===== src/rtl/bya_pkg.sv =====
package bya_pkg;
  // Ownership of the external bus
  typedef enum logic [0:0] {
    BUS_OWNED   = 1'b0,
    BUS_YIELDED = 1'b1
  } bus_state_e;

  localparam int unsigned DEF_SYNC_STAGES = 2;
  localparam int unsigned DEF_STROBES     = 6;
endpackage


===== src/rtl/bya_rst_sync.sv =====
module bya_rst_sync #(
  parameter int unsigned STAGES = 2
) (
  input  logic clk,
  input  logic rst_n,
  output logic rst_sync_n
);
  localparam int unsigned MSB = STAGES - 1;

  logic [MSB:0] chain_q;
  logic [MSB:0] chain_d;

  always_comb begin
    chain_d = {chain_q[MSB-1:0], 1'b1};
  end

  // asserts at once, releases after STAGES edges
  always_ff @(posedge clk or negedge rst_n) begin
    if (!rst_n) chain_q <= '0;
    else        chain_q <= chain_d;
  end

  assign rst_sync_n = chain_q[MSB];
endmodule


===== src/rtl/bya_req_sync.sv =====
module bya_req_sync #(
  parameter int unsigned STAGES = 2
) (
  input  logic clk,
  input  logic rst_n,
  input  logic async_in,
  output logic sync_out
);
  localparam int unsigned MSB = STAGES - 1;

  logic [MSB:0] sh_q;
  logic [MSB:0] sh_d;

  always_comb begin
    sh_d = {sh_q[MSB-1:0], async_in};
  end

  always_ff @(posedge clk or negedge rst_n) begin
    if (!rst_n) sh_q <= '0;
    else        sh_q <= sh_d;
  end

  assign sync_out = sh_q[MSB];
endmodule


===== src/rtl/bya_grant_fsm.sv =====
module bya_grant_fsm
  import bya_pkg::*;
#(
  parameter int unsigned N_STROBES = 6
) (
  input  logic                 clk,
  input  logic                 rst_n,
  input  logic                 req_s,
  input  logic                 acc_busy,
  output logic                 gnt_next,
  output logic                 bus_gnt,
  output logic                 addr_oe,
  output logic                 data_oe,
  output logic [N_STROBES-1:0] strb_oe,
  output logic                 acc_allow
);
  bus_state_e state_q, state_d;
  logic       state_en;
  logic       gnt_q, gnt_d, gnt_en;
  logic       oe_d;

  // next state: yield only between accesses, reclaim on release
  always_comb begin
    state_d = state_q;
    unique case (state_q)
      BUS_OWNED:   if (req_s && !acc_busy) state_d = BUS_YIELDED;
      BUS_YIELDED: if (!req_s)             state_d = BUS_OWNED;
      default:                             state_d = BUS_OWNED;
    endcase
    state_en = (state_d != state_q);
  end

  always_ff @(posedge clk or negedge rst_n) begin
    if (!rst_n)        state_q <= BUS_OWNED;
    else if (state_en) state_q <= state_d;
  end

  always_comb begin
    gnt_d  = (state_d == BUS_YIELDED);
    gnt_en = (gnt_d != gnt_q);
    oe_d   = ~gnt_d;
  end

  always_ff @(posedge clk or negedge rst_n) begin
    if (!rst_n)      gnt_q <= 1'b0;
    else if (gnt_en) gnt_q <= gnt_d;
  end

  // one flop per driver enable, all switching with the grant flop
  logic addr_oe_q, data_oe_q;

  always_ff @(posedge clk or negedge rst_n) begin
    if (!rst_n) begin
      addr_oe_q <= 1'b1;
      data_oe_q <= 1'b1;
    end else if (gnt_en) begin
      addr_oe_q <= oe_d;
      data_oe_q <= oe_d;
    end
  end

  for (genvar g = 0; g < N_STROBES; g++) begin : g_strb_oe
    logic oe_q;
    always_ff @(posedge clk or negedge rst_n) begin
      if (!rst_n)      oe_q <= 1'b1;
      else if (gnt_en) oe_q <= oe_d;
    end
    assign strb_oe[g] = oe_q;
  end

  assign gnt_next  = gnt_d;
  assign bus_gnt   = gnt_q;
  assign addr_oe   = addr_oe_q;
  assign data_oe   = data_oe_q;
  assign acc_allow = !req_s && (state_q == BUS_OWNED);
endmodule


===== src/rtl/bya_hold_ctrl.sv =====
module bya_hold_ctrl (
  input  logic clk,
  input  logic rst_n,
  input  logic gnt_next,
  input  logic go_mode,
  input  logic cpu_rst,
  input  logic core_acc_req,
  input  logic dma_acc_req,
  output logic stall_core,
  output logic bus_hung
);
  logic core_need;
  logic stall_q, stall_d, stall_en;
  logic hung_q, hung_d, hung_en;

  always_comb begin
    core_need = core_acc_req && !cpu_rst;
    stall_d   = gnt_next && (!go_mode || core_need);
    hung_d    = gnt_next && (core_need || dma_acc_req);
    stall_en  = (stall_d != stall_q);
    hung_en   = (hung_d != hung_q);
  end

  always_ff @(posedge clk or negedge rst_n) begin
    if (!rst_n)        stall_q <= 1'b0;
    else if (stall_en) stall_q <= stall_d;
  end

  always_ff @(posedge clk or negedge rst_n) begin
    if (!rst_n)       hung_q <= 1'b0;
    else if (hung_en) hung_q <= hung_d;
  end

  assign stall_core = stall_q;
  assign bus_hung   = hung_q;
endmodule


===== src/rtl/bus_yield_arbiter.sv =====
module bus_yield_arbiter
  import bya_pkg::*;
#(
  parameter int unsigned SYNC_STAGES = DEF_SYNC_STAGES,
  parameter int unsigned RST_STAGES  = 2,
  parameter int unsigned N_STROBES   = DEF_STROBES
) (
  input  logic                 clk,
  input  logic                 rst_n,
  input  logic                 ext_req,
  input  logic                 go_mode,
  input  logic                 cpu_rst,
  input  logic                 core_acc_req,
  input  logic                 dma_acc_req,
  input  logic                 acc_busy,
  output logic                 bus_gnt,
  output logic                 addr_oe,
  output logic                 data_oe,
  output logic [N_STROBES-1:0] strb_oe,
  output logic                 acc_allow,
  output logic                 stall_core,
  output logic                 bus_hung
);
  logic rst_core_n;
  logic req_s;
  logic gnt_next;

  bya_rst_sync #(.STAGES(RST_STAGES)) i_rst_sync (
    .clk        (clk),
    .rst_n      (rst_n),
    .rst_sync_n (rst_core_n)
  );

  bya_req_sync #(.STAGES(SYNC_STAGES)) i_req_sync (
    .clk      (clk),
    .rst_n    (rst_core_n),
    .async_in (ext_req),
    .sync_out (req_s)
  );

  bya_grant_fsm #(.N_STROBES(N_STROBES)) i_grant (
    .clk       (clk),
    .rst_n     (rst_core_n),
    .req_s     (req_s),
    .acc_busy  (acc_busy),
    .gnt_next  (gnt_next),
    .bus_gnt   (bus_gnt),
    .addr_oe   (addr_oe),
    .data_oe   (data_oe),
    .strb_oe   (strb_oe),
    .acc_allow (acc_allow)
  );

  bya_hold_ctrl i_hold (
    .clk          (clk),
    .rst_n        (rst_core_n),
    .gnt_next     (gnt_next),
    .go_mode      (go_mode),
    .cpu_rst      (cpu_rst),
    .core_acc_req (core_acc_req),
    .dma_acc_req  (dma_acc_req),
    .stall_core   (stall_core),
    .bus_hung     (bus_hung)
  );
endmodule


===== config.mk =====
export PLATFORM = sky130hd
export DESIGN_NAME = bus_yield_arbiter
export DESIGN_NICKNAME = d
export VERILOG_FILES = /design/src/rtl/bya_pkg.sv /design/src/rtl/bya_rst_sync.sv /design/src/rtl/bya_req_sync.sv /design/src/rtl/bya_grant_fsm.sv /design/src/rtl/bya_hold_ctrl.sv /design/src/rtl/bus_yield_arbiter.sv
export SDC_FILE = /design/constraint.sdc
export NUM_CORES = 1
export LEC_CHECK = 0
export BUFFER_PORTS_ARGS = -buffer_cell sky130_fd_sc_hd__buf_4
export CORE_AREA = 2 2 39 41
export CTS_CLUSTER_DIAMETER = 150
export DETAILED_ROUTE_END_ITERATION = 8
export DIE_AREA = 0 0 41 43
export HOLD_SLACK_MARGIN = 0.06
export PLACE_DENSITY = 0.59
export SYNTH_ARGS = -nofsm -noshare
export SYNTH_HDL_FRONTEND = slang
export SYNTH_HIERARCHICAL = 1
export SYNTH_SLANG_ARGS = --single-unit

===== constraint.sdc =====
create_clock -name clk -period 1.1 [get_ports clk]
set_clock_uncertainty 0.05 [all_clocks]
set_input_delay 0.11 -clock clk [delete_from_list [all_inputs] [get_ports clk]]
set_output_delay 0.11 -clock clk [all_outputs]
set_load 0.1 [all_outputs]

==> flow_summary.yaml <==
route:
  m1WireLength_um: 200
  drtPass1Iterations: 1
  postRouteWirelength_um: 710
  via_per_inst: 3.97
  drc: 0
  route.met2.wl_um: 455
  drt.antenna.violating_nets: 0
  highest_layer: "met3"
  drtIter0Drc: 0
  wl_met3_um: 54
  vias: 278
  wl_per_cell_um: 10.1
yosys:
  synth_flop_cell: "dfrtp_1"
  syn_inst: 29
  synth_cell_types: 12
  ys.warnings.count: 6
  synth_common_cells: "dfrtp_1 (8), buf_4 (7), a21boi_1 (4)"
  synthTopCellsByArea: "dfrtp_1 (55%), buf_4 (14%), a21boi_1 (8.2%), dfstp_2 (7.2%), a21boi_4 (5.1%)"
  syn_area_per_cell_sq_um: 12.6
  yosys.area.top_type_share: 0.548
  ys_ff_latch: 9
  synth_edf_count: 0
  syn_nets: 37
  synth_most_common_cell: "dfrtp_1"
  yosysTopAreaCell: "dfrtp_1"
  synth_seq_area_share: 0.620
  synth_area_sq_um: 365
  synthArstFlopShare: 1.00
die:
  design.die.area_sq_um: 1760
  rows: 14
  coreArea_sq_um: 1380
  start_util: 0.264
  die_y_um: 43
  io_pins: 20
  fp.dieW_um: 41
global_route:
  grt_max_degree: 8
  grt_pass1_vias: 289
  grt-ovfl-total: 0
  grt_pass1_wl_mm: 1.05
  grt_use_total: 0.0946
  antenna_found_initial: 0
timing:
  fmax_mhz: 734
  post-route-min-period_ns: 1.36
  rsz0062_at_grt: "yes"
  drv_slew: 0
  finalCritPeriodShare: 1.24
  setup_ws_ns: -0.262
  setup_viol: 10
  hold_viol: 0
placement:
  gp_congestion: 0.632
  dp_hpwl_um: 450
  place_area_sq_um: 488
  portBuffers: 19
  post-place-ws_ns: -0.00707
cells_and_area:
  syn2layout_area_growth_pct: 102
  diodes: 0
  fin_area_sq_um: 737
  final_nets: 63
  layout-drive-gt1-share: 0.611
  fin_util: 0.533
setup_path:
  r2r_end: "i_grant/g_strb_oe[1].oe_q$_DFFE_PN1P_"
  critPathRequiredTime_ns: 0.94
  worstSetupStartpoint: "i_grant/g_strb_oe[1].oe_q$_DFFE_PN1P_"
  rr_startpoint: "i_grant/g_strb_oe[1].oe_q$_DFFE_PN1P_"
  path_max_fanout: 5
  cp-start-kind: "register"
  ff2ff_path_depth: 4
  cp-endpoint: "data_oe"
  reg2reg_slack_ns: -0.01
  path_class: "register to output port"
  crit_arrival_ns: 1.20
  setup.worst_path.end_class: "output port"
cts:
  tritoncts: "yes"
  clock_path_buffers: 2
  cts_root_buffer: "clkbuf_4"
  cts.sinks: 9
  cts_buffers: 3
  cts_htree_levels: 1
  clkLatencyLatePin_ns: 0.25
  clk_pin_slew_ns: 0.06
power_and_ir_drop:
  cellPowerDensity_nw_per_um2: 1950
  p_leak_nw: 0.350
  power.total_w: 0.00144
  ir_drop_v: 0.00101
min_path:
  hold_class: "register to asynchronous set/reset pin"
status:
  violations: "negative setup slack"
  status: "finished with violations"
run:
  maxCapViolations: 0
-- metrics by stage --
stage	cells	TNS [ns]	hold slack (ns)
floorplan	29	-1.51	-0.236
global placement	57	0	-0.157
detailed placement	57	-0.0331	-0.156
CTS	69	-2.20	0.0672
global route	70	-2.48	0.0888
finish	70	-2.10	0.0646
-- flip-flops by register name (all words and copies together) (netlist names) --
register / cells
i_hold/stall_core: 1
i_grant/g_strb_oe.oe_q: 1
i_hold/bus_hung: 1
i_grant/state_q: 1
i_req_sync/sh_q: 2
i_rst_sync/chain_q: 2
i_grant/bus_gnt: 1
-- worst min path at each step --
stage	from	endpoint	slack [ns]
3_5_place_dp	rst_n	i_rst_sync/chain_q[0]$_DFF_PN0_	-0.16
4_1_cts	i_rst_sync/chain_q[1]$_DFF_PN0_	i_hold/bus_hung$_DFFE_PN0P_	0.07
3_3_place_gp	rst_n	i_rst_sync/chain_q[0]$_DFF_PN0_	-0.16
5_1_grt	i_rst_sync/chain_q[1]$_DFF_PN0_	i_hold/bus_hung$_DFFE_PN0P_	0.09
6_report	i_rst_sync/chain_q[1]$_DFF_PN0_	i_hold/bus_hung$_DFFE_PN0P_	0.06
2_1_floorplan	rst_n	i_rst_sync/chain_q[0]$_DFF_PN0_	-0.24
-- kinds of logic (layout without fill, tap and decap cells) --
logic type             count (synthesis)  in the layout  share of synthesized area
buffers and inverters                  9             34                      0.164
flip-flops                             9              9                      0.620
other                                  1              1                     0.0103
AND/OR/NAND/NOR                        4              4                     0.0480
AO/OA/AOI/OAI                          6              6                      0.158
-- final cells by class --
class	instances	area [sq um]
Sequential cell	9	231
Tap cell	16	20.0
Multi-Input combinational cell	11	88.8
Fill cell	123	647
Timing Repair Buffer	28	363
Inverter	2	7.51
Clock buffer	4	26.3
-- layout by cell type, fill, tap and decap left out, types with 2 or more instances in the layout --
master,instances
a21boi_1,4
buf_12,10
buf_4,10
buf_6,2
clkbuf_4,3
dfrtp_1,7
dlygate4sd3_1,5
-- metal layers --
layer / GRT usage / vias up
met5: 0 / -
met4: 0.0200 / 0
met3: 0.0628 / 0
met2: 0.197 / 15
met1: 0.0503 / 130
li1: - / 133
-- worst max-delay path, stage by stage, from the launching register on --
cell,delay [ns]
dfstp_4,0.64
buf_12,0.14
buf_12,0.17
-- power by group --
part           total, W  internal, W  switching [W]  leakage, nW
clock          0.000241     0.000139       0.000102       0.0150
sequential     0.000387     0.000363      0.0000242        0.107
combinational  0.000808     0.000295       0.000513        0.228
total           0.00144     0.000797       0.000639        0.350
-- repair_timing --
item                                    in CTS  in global routing
resized for setup                           31                  2
hold buffers                                 5                  0
gates cloned                                 0                  0
endpoints found under the setup margin       9                 11
pin swaps                                    1                  0
setup buffers                                3                  1
endpoints found under the hold margin        7                  0
Power figures use the tool's default switching activity.
